[src/rtl/seg_addr_pkg.sv]
// Package: shared types for the segmented address generator.
// Assumes: nothing beyond IEEE 1800-2017.
package seg_addr_pkg;

    // Addressing mode selected by the mode input
    typedef enum logic {
        MODE_REAL = 1'b0,
        MODE_PROT = 1'b1
    } addr_mode_t;

    // Where a finished address is sent
    typedef enum logic [1:0] {
        ROUTE_NONE = 2'b00,
        ROUTE_PHYS = 2'b01,
        ROUTE_XLAT = 2'b10
    } route_t;

endpackage

[src/rtl/seg_base_sel.sv]
// Module: seg_base_sel
// Picks the base and offset operands for the current mode. Real mode
// scales the segment value by 2^SHIFT and uses the low OFS_W bits of the
// effective address. Protected mode passes the descriptor base and the
// full effective address.
// Assumes: LIN_W >= SEG_W + SHIFT and LIN_W > OFS_W.
module seg_base_sel
    import seg_addr_pkg::*;
#(
    parameter int SEG_W = 16,
    parameter int OFS_W = 16,
    parameter int SHIFT = 4,
    parameter int LIN_W = 32
) (
    input  addr_mode_t       mode,
    input  logic [SEG_W-1:0] seg_value,
    input  logic [LIN_W-1:0] desc_base,
    input  logic [LIN_W-1:0] eff_addr,
    output logic [LIN_W-1:0] base_op,
    output logic [LIN_W-1:0] ofs_op
);
    localparam int BASE_PAD = LIN_W - SEG_W - SHIFT;
    localparam int OFS_PAD  = LIN_W - OFS_W;

    logic [LIN_W-1:0] real_base;
    logic [LIN_W-1:0] real_ofs;

    // Real-mode operands: shifted segment value and zero-extended offset
    always_comb begin
        real_base = {{BASE_PAD{1'b0}}, seg_value, {SHIFT{1'b0}}};
        real_ofs  = {{OFS_PAD{1'b0}}, eff_addr[OFS_W-1:0]};
    end

    // Choose the operand pair for the active mode
    always_comb begin
        if (mode == MODE_PROT) begin
            base_op = desc_base;
            ofs_op  = eff_addr;
        end else begin
            base_op = real_base;
            ofs_op  = real_ofs;
        end
    end
endmodule

[src/rtl/seg_addr_adder.sv]
// Module: seg_addr_adder
// Adds base and offset modulo 2^LIN_W. In real mode the sum is further
// cut to REAL_W bits, so the carry out of bit REAL_W-1 is lost.
// Assumes: REAL_W <= LIN_W.
module seg_addr_adder
    import seg_addr_pkg::*;
#(
    parameter int LIN_W  = 32,
    parameter int REAL_W = 20
) (
    input  addr_mode_t       mode,
    input  logic [LIN_W-1:0] base_op,
    input  logic [LIN_W-1:0] ofs_op,
    output logic [LIN_W-1:0] lin_addr
);
    localparam logic [LIN_W-1:0] REAL_MASK = (LIN_W)'((64'd1 << REAL_W) - 64'd1);

    logic [LIN_W-1:0] raw_sum;

    // Full-width sum, carry out of the top bit discarded
    always_comb raw_sum = base_op + ofs_op;

    // Apply the real-mode window
    always_comb lin_addr = (mode == MODE_REAL) ? (raw_sum & REAL_MASK) : raw_sum;
endmodule

[src/rtl/seg_out_stage.sv]
// Module: seg_out_stage
// Output register. It loads the address on a valid request and raises
// exactly one strobe for one cycle: translation when protected and paging
// are both on, physical otherwise.
// Assumes: synchronous active-low reset.
module seg_out_stage
    import seg_addr_pkg::*;
#(
    parameter int LIN_W = 32
) (
    input  logic             clk,
    input  logic             rst_n,
    input  logic             req_valid,
    input  addr_mode_t       mode,
    input  logic             paging_en,
    input  logic [LIN_W-1:0] lin_addr,
    output logic [LIN_W-1:0] out_addr,
    output logic             phys_valid,
    output logic             xlat_valid
);
    route_t route_d;
    route_t route_q;

    // Decide where this cycle's address goes
    always_comb begin
        if (!req_valid)
            route_d = ROUTE_NONE;
        else if (mode == MODE_PROT && paging_en)
            route_d = ROUTE_XLAT;
        else
            route_d = ROUTE_PHYS;
    end

    // Register the route
    always_ff @(posedge clk) begin
        if (!rst_n)
            route_q <= ROUTE_NONE;
        else
            route_q <= route_d;
    end

    // Register the address only on accepted requests
    always_ff @(posedge clk) begin
        if (!rst_n)
            out_addr <= '0;
        else if (req_valid)
            out_addr <= lin_addr;
    end

    // Decode the strobes from the registered route
    always_comb begin
        phys_valid = (route_q == ROUTE_PHYS);
        xlat_valid = (route_q == ROUTE_XLAT);
    end
endmodule

[src/rtl/seg_linear_gen.sv]
// Module: seg_linear_gen (top)
// Forms a real- or protected-mode linear address and sends it either to
// translation or straight out as physical, one cycle after the request.
// Assumes: descriptor already loaded; limits are checked elsewhere.
module seg_linear_gen
    import seg_addr_pkg::*;
#(
    parameter int SEG_W = 16,
    parameter int OFS_W = 16,
    parameter int SHIFT = 4,
    parameter int LIN_W = 32
) (
    input  logic             clk,
    input  logic             rst_n,
    input  logic             req_valid,
    input  logic             prot_mode,
    input  logic             paging_en,
    input  logic [SEG_W-1:0] seg_value,
    input  logic [LIN_W-1:0] desc_base,
    input  logic [LIN_W-1:0] eff_addr,
    output logic [LIN_W-1:0] out_addr,
    output logic             phys_valid,
    output logic             xlat_valid
);
    localparam int REAL_W = SEG_W + SHIFT;

    addr_mode_t       mode;
    logic [LIN_W-1:0] base_op;
    logic [LIN_W-1:0] ofs_op;
    logic [LIN_W-1:0] lin_addr;

    // Map the mode pin onto the enum
    always_comb mode = prot_mode ? MODE_PROT : MODE_REAL;

    seg_base_sel #(
        .SEG_W(SEG_W), .OFS_W(OFS_W), .SHIFT(SHIFT), .LIN_W(LIN_W)
    ) u_sel (
        .mode(mode), .seg_value(seg_value), .desc_base(desc_base),
        .eff_addr(eff_addr), .base_op(base_op), .ofs_op(ofs_op)
    );

    seg_addr_adder #(
        .LIN_W(LIN_W), .REAL_W(REAL_W)
    ) u_add (
        .mode(mode), .base_op(base_op), .ofs_op(ofs_op), .lin_addr(lin_addr)
    );

    seg_out_stage #(
        .LIN_W(LIN_W)
    ) u_out (
        .clk(clk), .rst_n(rst_n), .req_valid(req_valid), .mode(mode),
        .paging_en(paging_en), .lin_addr(lin_addr), .out_addr(out_addr),
        .phys_valid(phys_valid), .xlat_valid(xlat_valid)
    );
endmodule

[config.mk]
export PLATFORM = sky130hd
export DESIGN_NAME = seg_linear_gen
export DESIGN_NICKNAME = d
export VERILOG_FILES = /design/src/rtl/seg_addr_pkg.sv /design/src/rtl/seg_base_sel.sv /design/src/rtl/seg_addr_adder.sv /design/src/rtl/seg_out_stage.sv /design/src/rtl/seg_linear_gen.sv
export SDC_FILE = /design/constraint.sdc
export NUM_CORES = 1
export LEC_CHECK = 0
export BUFFER_PORTS_ARGS = -buffer_cell sky130_fd_sc_hd__buf_2
export CAP_MARGIN = 40
export CORE_MARGIN = 8
export CORE_UTILIZATION = 40
export CTS_CLUSTER_SIZE = 30
export DETAILED_ROUTE_END_ITERATION = 10
export PLACE_DENSITY = 0.72
export SLEW_MARGIN = 20
export SYNTH_ARGS = -nofsm -noshare
export SYNTH_HDL_FRONTEND = slang
export SYNTH_HIERARCHICAL = 1
export SYNTH_SLANG_ARGS = --single-unit
[constraint.sdc]
create_clock -name clk -period 2.8 [get_ports clk]
set_input_delay 0.42 -clock clk [delete_from_list [all_inputs] [get_ports clk]]
set_output_delay 0.42 -clock clk [all_outputs]
set_load 0.02 [all_outputs]
# [Word-level counts from Yosys, hierarchy flattened]
# Index checks and enable logic that the tools add are counted.
[totals] regBits=34 input_bits=85 output_inout_bits=34
[op_classes] addsub=1 eq_ne=2 mux=5 n_reduce_logical=2
[ops] op="two-way mux 32 bit" n=3
[ops] op="adder 32 bit" n=1
[ops] op="== test 2 x 1 -> 1 bit, second input constant" n=1
[ops] op="== test 2 bit, second input constant" n=1
[ops] op="two-way mux 2 bit" n=1
[ops] op="AND reduction 2 bit" n=1
[ops] op="logical AND 1 bit" n=1
[ops] op="two-way mux 1 bit" n=1

# [Logic depth before layout (Yosys ltp)]
# Gate-level depths: netlist of run 1.
[logic_depth] word_depth=4 ltp_mapped=13 mapped_depth_nobuf=12

# [Cells and area by module]
# Netlist of run 1, hierarchy kept.
[by_module_without_submodules] mod="seg_addr_adder" n_inst=1 cells_each=289 area_each_um2=2059.5 seq_area_each_um2=0.0
[by_module_without_submodules] mod="seg_out_stage" n_inst=1 cells_each=111 area_each_um2=1312.5 seq_area_each_um2=680.7
[by_module_without_submodules] mod="seg_base_sel" n_inst=1 cells_each=69 area_each_um2=550.5 seq_area_each_um2=0.0

# [Worst setup path before layout of run 1]
# Ideal clock, no wire load.
[synth_path] path_type="input to register" start="input port prot_mode" end="register u_out.out_addr[29]" setup_ps=116 t_arrival_ps=2692 required_ps=2684 setup_slack_ps=-8 stages=12 n_path_buf=2 cell_sequence="buf_6 > mux2_2 > ha_1 > buf_6 > nand3_2 > nor4_2 > a211oi_4 > a2111oi_2 > o21a_2 > nor3_2 > mux2i_1 > nor2b_1"
[synth_via] elab_chain_len=4
[synth_rtl] item="start: declaration" line_no="seg_linear_gen.sv:16" source="input logic prot_mode,"
[synth_rtl] item="two-way mux 1 bit" line_no="seg_linear_gen.sv:33" source="always_comb mode = prot_mode ? MODE_PROT : MODE_REAL;"
[synth_rtl] item="two-way mux 32 bit" line_no="seg_base_sel.sv:36" source="if (mode == MODE_PROT) begin"
[synth_rtl] item="via base_op[12]" line_no="seg_linear_gen.sv:28" source="logic [LIN_W-1:0] base_op;"
[synth_rtl] item="adder 32 bit" line_no="seg_addr_adder.sv:21" source="always_comb raw_sum = base_op + ofs_op;"
[synth_rtl] item="two-way mux 32 bit" line_no="seg_addr_adder.sv:24" source="always_comb lin_addr = (mode == MODE_REAL) ? (raw_sum & REAL_MASK) : raw_sum;"
[synth_rtl] item="via lin_addr[29]" line_no="seg_linear_gen.sv:30" source="logic [LIN_W-1:0] lin_addr;"
[synth_rtl] item="end signal: assignment" line_no="seg_out_stage.sv:47" source="out_addr <= lin_addr;"
[synth_rtl] item="end: declaration" line_no="seg_out_stage.sv:17" source="output logic [LIN_W-1:0] out_addr,"
# The timed path passes the listed nets, and every way through them passes these cells.
# A chain may end at the register's enable or synchronous reset.

# [Final worst setup path of run 1]
# Same ends and word-level chain as after synthesis.

==> flow_results.org, run 1 <==
** Status
- Outcome :: finished, final reports clean

** Yosys
- Netlist cell types :: 59
- The Yosys step of the flow raised 6 warnings.
- Share of flip-flops with an asynchronous set or reset after synthesis :: 0%
- Sequential-to-total area share from yosys stat :: roughly 17%
- Post-Synthesis Mean Instance Area :: 8.364 um^2
- Cells after Synth :: 469
- Number of synthesized flops with an enable pin :: 0
- Cell taking the most area after synthesis :: sky130_fd_sc_hd__dfxtp_1
- Top flip-flop cell by instance count after synthesis :: sky130_fd_sc_hd__dfxtp_1
- Net count of the mapped netlist :: between 500 and 600
- Number of synthesized register bits :: 34
- Area share of the largest cell type after synthesis :: roughly 17%
- The mapped netlist covers 3923 um^2.
- Cell types with the largest area share after synthesis :: sky130_fd_sc_hd__dfxtp_1, sky130_fd_sc_hd__mux2i_1, sky130_fd_sc_hd__ha_1, sky130_fd_sc_hd__nor2b_1, sky130_fd_sc_hd__and2_1

** Route
- After detailed routing, the average wire length per cell comes to 16.04 um.
- Routed vias :: between 4k and 5k
- For this block, the routed nets add up to 12590 um of wire.
- After detailed routing, the number of vias per cell comes to 5.169.
- After detailed routing, no signal wire sits above met4.
- Post-route met1 wirelength :: 5352 um
- The detailed router finished its first iteration with between 150 and 200 violations.
- First-pass iteration count of the detailed router :: 4
- Met3 WL :: ~800 um
- For this run, design rule violations remaining after detail routing come to 0.
- Post-route antenna net violation count :: 0
- Summed over all nets, wire length on met2 after detailed routing comes to 6207 um.

** Floorplanning
- The floorplan step set the die width to roughly 120 um.
- Once the floorplan was initialized, standard cells occupied 40.69% of the core.
- Height of the chip :: 115.0 um
- The region available for standard cell placement spans 9639 um^2.
- Num ports :: 119
- The initialized floorplan defines 36 standard-cell rows.
- The die covers approximately 13000 um^2.

** Timing
- The final number of max-transition violations is 0.
- Highest clock frequency the design can meet :: 362.6 MHz
- Maximum clock skew at final layout :: 0 ns
- Measured slew at the worst slew-check pin :: 0.5973 ns
- The final critical path takes up 98.48% of the cycle.
- The clock period could shrink to roughly 2.8 ns.
- Adding up every negative setup slack in the final design gives 0 ns.
- Max-slew headroom :: 60.18%
- The hold violation total from the final report is 0.
- Final count of negative-setup-slack endpoints :: 0

** Finish
- In the layout the commonest cells are sky130_fd_sc_hd__buf_2, sky130_fd_sc_hd__buf_4, sky130_fd_sc_hd__mux2i_1.
- Counting the fill cells in the layout gives 872.
- Inserted Diodes :: 0
- Number of standard cells in the layout, taps in and fillers out :: 785
- Number of nets in the final layout :: roughly 770
- Final design instance area without fill :: around 5600 um^2
- Layout cell share with drive strength beyond 1 :: 46.32%
- Relative to the synthesized area, the layout overhead comes to 42.58%.
- Leaving out fill and tap cells, the most frequent cell in the layout is sky130_fd_sc_hd__buf_2.
- Post-Route Utilization :: roughly three fifths

** Worst setup path
- Setup slack on the worst reg-to-reg path comes out at 2.06 ns.
- Library cell contributing the largest single delay on the critical path :: sky130_fd_sc_hd__a2111oi_4
- The number of cells on the worst reg-to-reg path is 2.
- By startpoint and endpoint, the worst setup path is classified as input port to register.
- For this run, the slowest stage of the critical path takes 0.37 ns.
- Maximum fanout along the worst path :: 9
- For the worst setup path, the data arrival time is roughly 2.9 ns.
- Launch point of the worst reg-to-reg path :: u_out/out_addr[29]
- Tracing the worst setup path back leads to its startpoint at prot_mode.
- Capture point of the worst reg-to-reg path :: u_out/out_addr[29]
- At the worst endpoint, the required time is approximately 3 ns.
- The critical path goes through buf_6 > buf_12 > mux2_2 > ha_4 > nand3_4 > nor4_4 > a211oi_4 > buf_4 > a2111oi_4 > o21a_2 > nor3_2 > mux2i_1 > nor2b_1.
- The worst setup path is captured at a register.
- STA classifies the critical path startpoint as an input port.

** Hold path
- Worst Hold Launch :: paging_en
- Classification of the worst-slack hold path :: input port to register
- The worst hold path was traced through 2 stages.
- The path with the worst hold slack has its endpoint at u_out/route_q[0].

** CTS
- TritonCTS built the clock tree.
- The tree is rooted in a sky130_fd_sc_hd__clkbuf_8.
- Worst skew pair latency :: just under 0.3 ns
- Number of sinks on the clock net :: 34
- TritonCTS Buffers :: 5
- Clock-pin slew was measured on the worst setup and hold paths at 0.08 ns.
- The number of hold buffers added after CTS was 0.
- In this run the deepest clock path goes through 2 buffers.
- H-tree depth :: 2

** Power
- Power spread over the standard cell area amounts to a little under 400 nW/um^2.
- The analysis attributes to cell leakage a power of 2.695 nW.
- Sum of internal, switching and leakage power :: around 2.2 mW
- Maximum vdd ir drop :: 0.2468 mV

** GRT
- The initial antenna violation count is 0.
- Summed over all layers, the global routing overflow is 0.
- Global routing used 18.28% of the available tracks.
- Largest net degree at the start of global routing :: 34
- Number of global-route vias before repair :: 4126
- The first global-routing pass estimated 19740 um of wire.

** Placement
- Placed Instances :: 771
- Final estimated routing congestion in global placement :: 0.9025
- HPWL after detailed placement :: 9809 um
- DP Area :: 5042 um^2
- Input and output buffers added on the ports amount to approximately 120.

** Run
- Max-cap violations in this run came to 0.
[cell usage after synthesis, types with 2 or more instances]
cell type,count
sky130_fd_sc_hd__o21ai_0,14
sky130_fd_sc_hd__buf_4,18
sky130_fd_sc_hd__mux2i_1,39
sky130_fd_sc_hd__and3_1,3
sky130_fd_sc_hd__a31oi_1,2
sky130_fd_sc_hd__a21oi_2,2
sky130_fd_sc_hd__o31ai_1,2
sky130_fd_sc_hd__clkbuf_8,4
sky130_fd_sc_hd__nand2_1,35
sky130_fd_sc_hd__ha_1,31
sky130_fd_sc_hd__buf_6,6
sky130_fd_sc_hd__a21oi_1,33
sky130_fd_sc_hd__clkbuf_1,10
sky130_fd_sc_hd__o21bai_1,4
sky130_fd_sc_hd__and2_1,34
sky130_fd_sc_hd__nor2_1,14
sky130_fd_sc_hd__nor2b_1,35
sky130_fd_sc_hd__nand2b_1,10
sky130_fd_sc_hd__buf_12,3
sky130_fd_sc_hd__mux2_2,18
sky130_fd_sc_hd__o21ai_1,5
sky130_fd_sc_hd__a211oi_2,3
sky130_fd_sc_hd__o21a_1,3
sky130_fd_sc_hd__dfxtp_1,34
sky130_fd_sc_hd__nand4_1,7
sky130_fd_sc_hd__nand3_1,17
sky130_fd_sc_hd__xor2_1,10
sky130_fd_sc_hd__inv_1,9
sky130_fd_sc_hd__a211oi_1,7
sky130_fd_sc_hd__nor3_1,5
sky130_fd_sc_hd__o211ai_1,8
sky130_fd_sc_hd__xnor2_1,8
sky130_fd_sc_hd__a21o_1,10
[sequential cells by signal, summed over array words and instances, names as in the netlist]
signal	cells
u_out/out_addr	32
u_out/route_q	2
[area by class of cell]
class	instances	area (um^2)	area share, %
well taps	133	166.4	2.975
flip-flops and latches	34	680.7	12.17
clock buffers	5	68.82	1.230
clock inverters	3	68.82	1.230
repair buffers	217	1389	24.83
inverters	9	33.78	0.6040
multi-input cells	384	3186	56.96
[timing repair]
item | in CTS | in global routing
endpoints found under the setup margin | 6 | 12
pin swaps | 7 | 19
cloned | 1 | 0
hold endpoints to repair | 0 | 0
gates resized for setup | 26 | 35
setup buffers | 2 | 3
[worst max-delay path by stage]
stage               slack [ns]  cells past startpoint                 end
finish                    0.04                     13  u_out/out_addr[29]
global route             -0.02                     13  u_out/out_addr[29]
CTS                      -0.01                     13  u_out/out_addr[28]
detailed placement       -0.49                     15  u_out/out_addr[28]
global placement         -0.46                     15  u_out/out_addr[28]
floorplan               -0.008                     12  u_out/out_addr[29]
[per-stage QoR]
step	hold WS (ns)	setup WS [ns]
2_1_floorplan	0.5088	-0.008042
3_3_place_gp	0.4941	-0.4556
3_5_place_dp	0.5030	-0.4877
4_1_cts	0.3018	-0.009896
5_1_grt	0.3011	-0.01999
6_report	0.3088	0.04248
[logic make-up after synthesis]
group	after synthesis	share of synthesized area, %
and+or+nand+nor	166	23.09
adders and majority gates	32	10.40
AOI/OAI and AO/OA	111	19.97
xor gates and xnor gates	18	4.019
buffers and inverters	51	10.05
DFF	34	17.35
muxes	57	15.12
[power breakdown]
part,internal [mW],switching (mW),total (mW)
sequential,0.531,0.0247,0.556
combinational,0.526,0.554,1.08
clock,0.357,0.214,0.571
total,1.41,0.793,2.21
[critical path, delay by kind of cell]
family	cells	cell delay, ns
AO/OA/AOI/OAI	3	0.69
multiplexers	2	0.55
adder cells (fa/ha/maj)	1	0.31
buffers and inverters	3	0.46
AND/OR/NAND/NOR	4	0.51
[per-layer routing]
layer	global-route usage [%]	vias up
met1	21.94	1888
met5	0	-
met4	2.802	0
li1	-	2026
met3	3.887	19
met2	33.05	125
Power figures use the tool's default switching activity.
==> run 2, diff against run 1 <==
PLACE_DENSITY = 0.75   (was 0.72)
SYNTH_HIERARCHICAL = default   (was 1)
==> run 2 against run 1 <==
Net effect:
- the run now ends with negative setup slack left
- sequential power is 0.9% lower
- synthesized area decreased by 19%
- count of clock-buffer cells in the layout rose by 1
- clock skew did not move
- synthesized cell count down 19%
- flip-flop and latch count is the same
- design area decreased by 12%
- critical path depth stayed put
- final cell count down 14%
- critical path type unchanged
- highest routed layer unchanged
==> flow_results.org, run 2 <==
** Status
- Outcome :: complete, but fails checks
- The checks that failed: negative setup slack.

** Finish
- Number of nets in the final layout :: 689
- The repair_antennas step left the layout with diodes totalling 0.
- From synthesis to final layout, the design area changed by 54.98%.
- Leaving out fill and tap cells, the most frequent cells in the layout are sky130_fd_sc_hd__buf_2, sky130_fd_sc_hd__buf_4, sky130_fd_sc_hd__nand2_1.
- In the final layout, the registers with the most flip-flops are u_out.out_addr: 32 flops, u_out.route_q: 2 flops.
- The layout has 641 filler cells.
- The library cell used most frequently in the layout, excluding fill and tap cells, is sky130_fd_sc_hd__buf_2.
- The register with the most flip-flops in the layout has 32 of them.
- In the final layout, the share of cells above drive strength 1 is 47.12%.
- Counting flops per register, the top entry is u_out.out_addr.

** Timing
- Worst setup slack after layout :: -0.1697 ns
- Setup repair after global routing could not meet its margin everywhere.
- Max Slew Vio Count :: 0
- Highest clock frequency the design can meet :: 336.7 MHz
- Total Neg Setup Slack :: -0.3986 ns
- Dividing the final minimum period by the clock period gives 106.1%.
- Final count of negative-setup-slack endpoints :: 5
- Clock period minus final worst setup slack :: 2.970 ns
- Measured against its own limit, the worst slew margin works out to 57.97%.
- Final hold violation count :: 0
- Maximum clock skew at final layout :: 0 ns
- For the pin with the worst max-slew slack, the measured transition is 0.6292 ns.

** CTS
- H-tree depth :: 2
- Clock tree synthesis inserted a total of 5 buffers.
- Maximum root-to-sink buffer count :: 2
- Number of sinks on the clock net :: 34
- Clock-pin slew was measured on the worst setup and hold paths at about 0.080 ns.
- CTS root buffer :: sky130_fd_sc_hd__clkbuf_8
- The number of hold buffers added after CTS was 0.
- TritonCTS built the clock tree.
- Worst skew pair latency :: 0.29 ns

** Placement
- During placement, the flow inserted port buffers numbering 118.
- At the end of routability-driven placement, the weighted congestion stood at 0.9216.
- Before CTS, the worst setup slack after placement is -0.5364 ns.
- Summed over all nets, the half-perimeter wirelength after detailed placement is ~8000 um.

** Floorplanning
- The initial utilization of the core area, before any placement, comes to 41.15%.
- Area enclosed by the die boundary :: between 10000 and 15000 um^2
- Height of the chip :: 104.9 um
- In this run the horizontal extent of the chip is around 100 um.
- Core region area :: 7687 um^2
- Row count :: 32
- Num ports :: 119

** Route
- Routed vias :: 3517
- Count of routing violations after the opening detailed-route iteration :: 98
- In the routed design, unresolved DRC markers number 0.
- Before antenna repair, the detailed router went through 5 iterations.
- Once detail routing completed, the nets flagged for antenna violations numbered 0.
- In the routed layout, each cell is associated on average with a via count of about 5.2.
- The routed design has ~11000 um of wire.
- Detail-routed net length per standard cell :: 16.20 um

** Worst setup path
- Library cell contributing the largest single delay on the critical path :: sky130_fd_sc_hd__a221oi_2
- Critical path startpoint :: prot_mode
- Launch point of the worst reg-to-reg path :: u_out.out_addr[28]
- CP dominant cell by count :: sky130_fd_sc_hd__buf_12
- Data on the critical path is required at its endpoint by a little under 3 ns.
- Data on the critical path arrives at its endpoint at between 3 and 4 ns.
- Traced cell by cell, the critical path runs through buf_12 > buf_12 > mux2_4 > ha_4 > a21o_1 > a21oi_2 > a31oi_4 > o32ai_4 > o21ai_2 > a311o_1 > a221oi_2 > xor2_1 > o21ai_1.
- Category of the critical setup timing path :: input port to register
- Worst stage delay on the critical path :: 0.34 ns
- Startpoint class of the critical path :: input port
- Sort of element at the end of the critical path :: register
- Of all nets on the critical path, the largest fanout is 5.

** Yosys
- Arithmetic-cell share of the synthesized area counting full adders, half adders and majority gates :: 12.90%
- The synthesized design spends more area on one cell type than any other, namely sky130_fd_sc_hd__dfxtp_1.
- Top-count cell post-synth :: sky130_fd_sc_hd__nand2_1
- During synthesis, Yosys emitted a total of 0 warnings.
- Sequential elements use 21.52% of the synthesized area.
- Top flip-flop cell by instance count after synthesis :: sky130_fd_sc_hd__dfxtp_1
- In this run, synthesis inferred 0 flip-flops with an integrated enable.
- Of the total synthesized cell area, the portion taken by AND, OR, NAND and NOR gates is 20.49%.
- By count the netlist is led by sky130_fd_sc_hd__nand2_1, sky130_fd_sc_hd__dfxtp_1, sky130_fd_sc_hd__and2_1, sky130_fd_sc_hd__ha_1, sky130_fd_sc_hd__a21oi_1.
- By area, the combinational part of the netlist is dominated by compound AO/OA/AOI/OAI gates.
- Netlist cell types :: 50
- Syn Std Cell Area :: ~3200 um^2
- Synthesis produced a netlist with a net count of about 500.
- Multiplexer share of the synthesized area :: a little under a tenth
- Cells after Synth :: 381
- Share of the synthesized netlist area taken by xor and xnor gates :: 8.030%
- Number of synthesized register bits :: 34
- The share of synthesized area in the top cell type comes to 21.52%.
- Share of flip-flops with an asynchronous set or reset after synthesis :: 0%
- In this run the mean area of a mapped cell was 8.302 um^2.
- Cell types with the largest area share after synthesis :: sky130_fd_sc_hd__dfxtp_1, sky130_fd_sc_hd__ha_1, sky130_fd_sc_hd__and2_1, sky130_fd_sc_hd__mux2_2, sky130_fd_sc_hd__a21o_1
- Complex-gate fraction of the synthesized area :: 24.84%

** Power
- The worst-case IR drop observed on VDD is 0.2743 mV.
- For this design the ratio of total power to cell area is about 390 nW/um^2.
- The analysis attributes to cell leakage a power of 2.428 nW.

** Run
- Max-cap violations :: 0

** Hold path
- Worst Hold Launch :: paging_en
- Classification of the worst-slack hold path :: input port to register

** GRT
- Grt total ovfl :: 0
- The first global-routing pass estimated 17310 um of wire.
- Number of global-route vias before repair :: 3768
- Initial antenna violation count :: 0
- Across every metal layer, demand over resource in global routing totals 18.55%.
- Entering global routing, the biggest net connects 27 pins.
## run 2: power by group
group / switching (mW) / internal, mW / total [mW] / leakage [nW]
Combinational: 0.487 / 0.496 / 0.983 / 2.10
Sequential: 0.0213 / 0.529 / 0.551 / 0.279
Clock: 0.201 / 0.176 / 0.377 / 0.0452
Total: 0.710 / 1.20 / 1.91 / 2.43
## run 2: timing repair
item	in CTS	in global routing
setup buffers	9	4
resized for setup	23	21
gates cloned	2	0
pin swaps	15	18
endpoints found under the setup margin	7	13
endpoints found under the hold margin	0	0
## run 2: cell families after synthesis
logic type      after synthesis
compound gates              112
xor+xnor                     29
fa+ha+maj                    32
buf+inv                      23
flops                        34
mux                          28
simple gates                123
## run 2: path summary, 6_finish.rpt
kind         cells after the start                  to  slack [ns]
max                             13  u_out.out_addr[24]       -0.17
min                              2    u_out.route_q[0]        0.32
max reg2reg                      2  u_out.out_addr[28]        2.13
min reg2reg                      2  u_out.out_addr[21]        0.45
## run 2: stage by stage
stage | instances | area, um^2 | total power, mW | utilization, % | hold WS [ns]
5_1_grt | 675 | 4902 | 2.022 | 63.77 | 0.3160
3_3_place_gp | 651 | 4427 | 1.391 | 57.58 | 0.4329
2_1_floorplan | 381 | 3293 | 1.077 | - | 0.5159
3_5_place_dp | 652 | 4434 | 1.410 | 57.68 | 0.4393
4_1_cts | 671 | 4775 | 1.857 | 62.11 | 0.3155
6_report | 675 | 4902 | 1.911 | 63.77 | 0.3240
## run 2: area by class of cell
type	instances	area, um^2	area share (%)
flip-flops and latches	34	680.7	13.88
repair buffers	200	1281	26.14
multi-input cells	324	2700	55.08
clock buffers	6	72.57	1.480
clock inverters	2	13.76	0.2808
well taps	102	127.6	2.603
inverters	7	26.28	0.5360
## run 2: critical path: cells and delay by family
kind                       cells  cell delay [ns]
buffers and inverters          2             0.25
xor gates and xnor gates       1             0.19
muxes                          1             0.30
adders and majority gates      1             0.22
AOI/OAI and AO/OA              8             1.75
## run 2: routing by layer
layer | part of all wire (%) | wire length (um) | vias to the layer above | global-route usage, %
met5 | 0 | 0 | - | 0
met4 | 1.7 | 185 | 0 | 4.383
met3 | 8.3 | 904 | 18 | 5.774
met2 | 48 | 5250 | 132 | 32.04
met1 | 42 | 4593 | 1607 | 21.81
li1 | - | - | 1760 | -
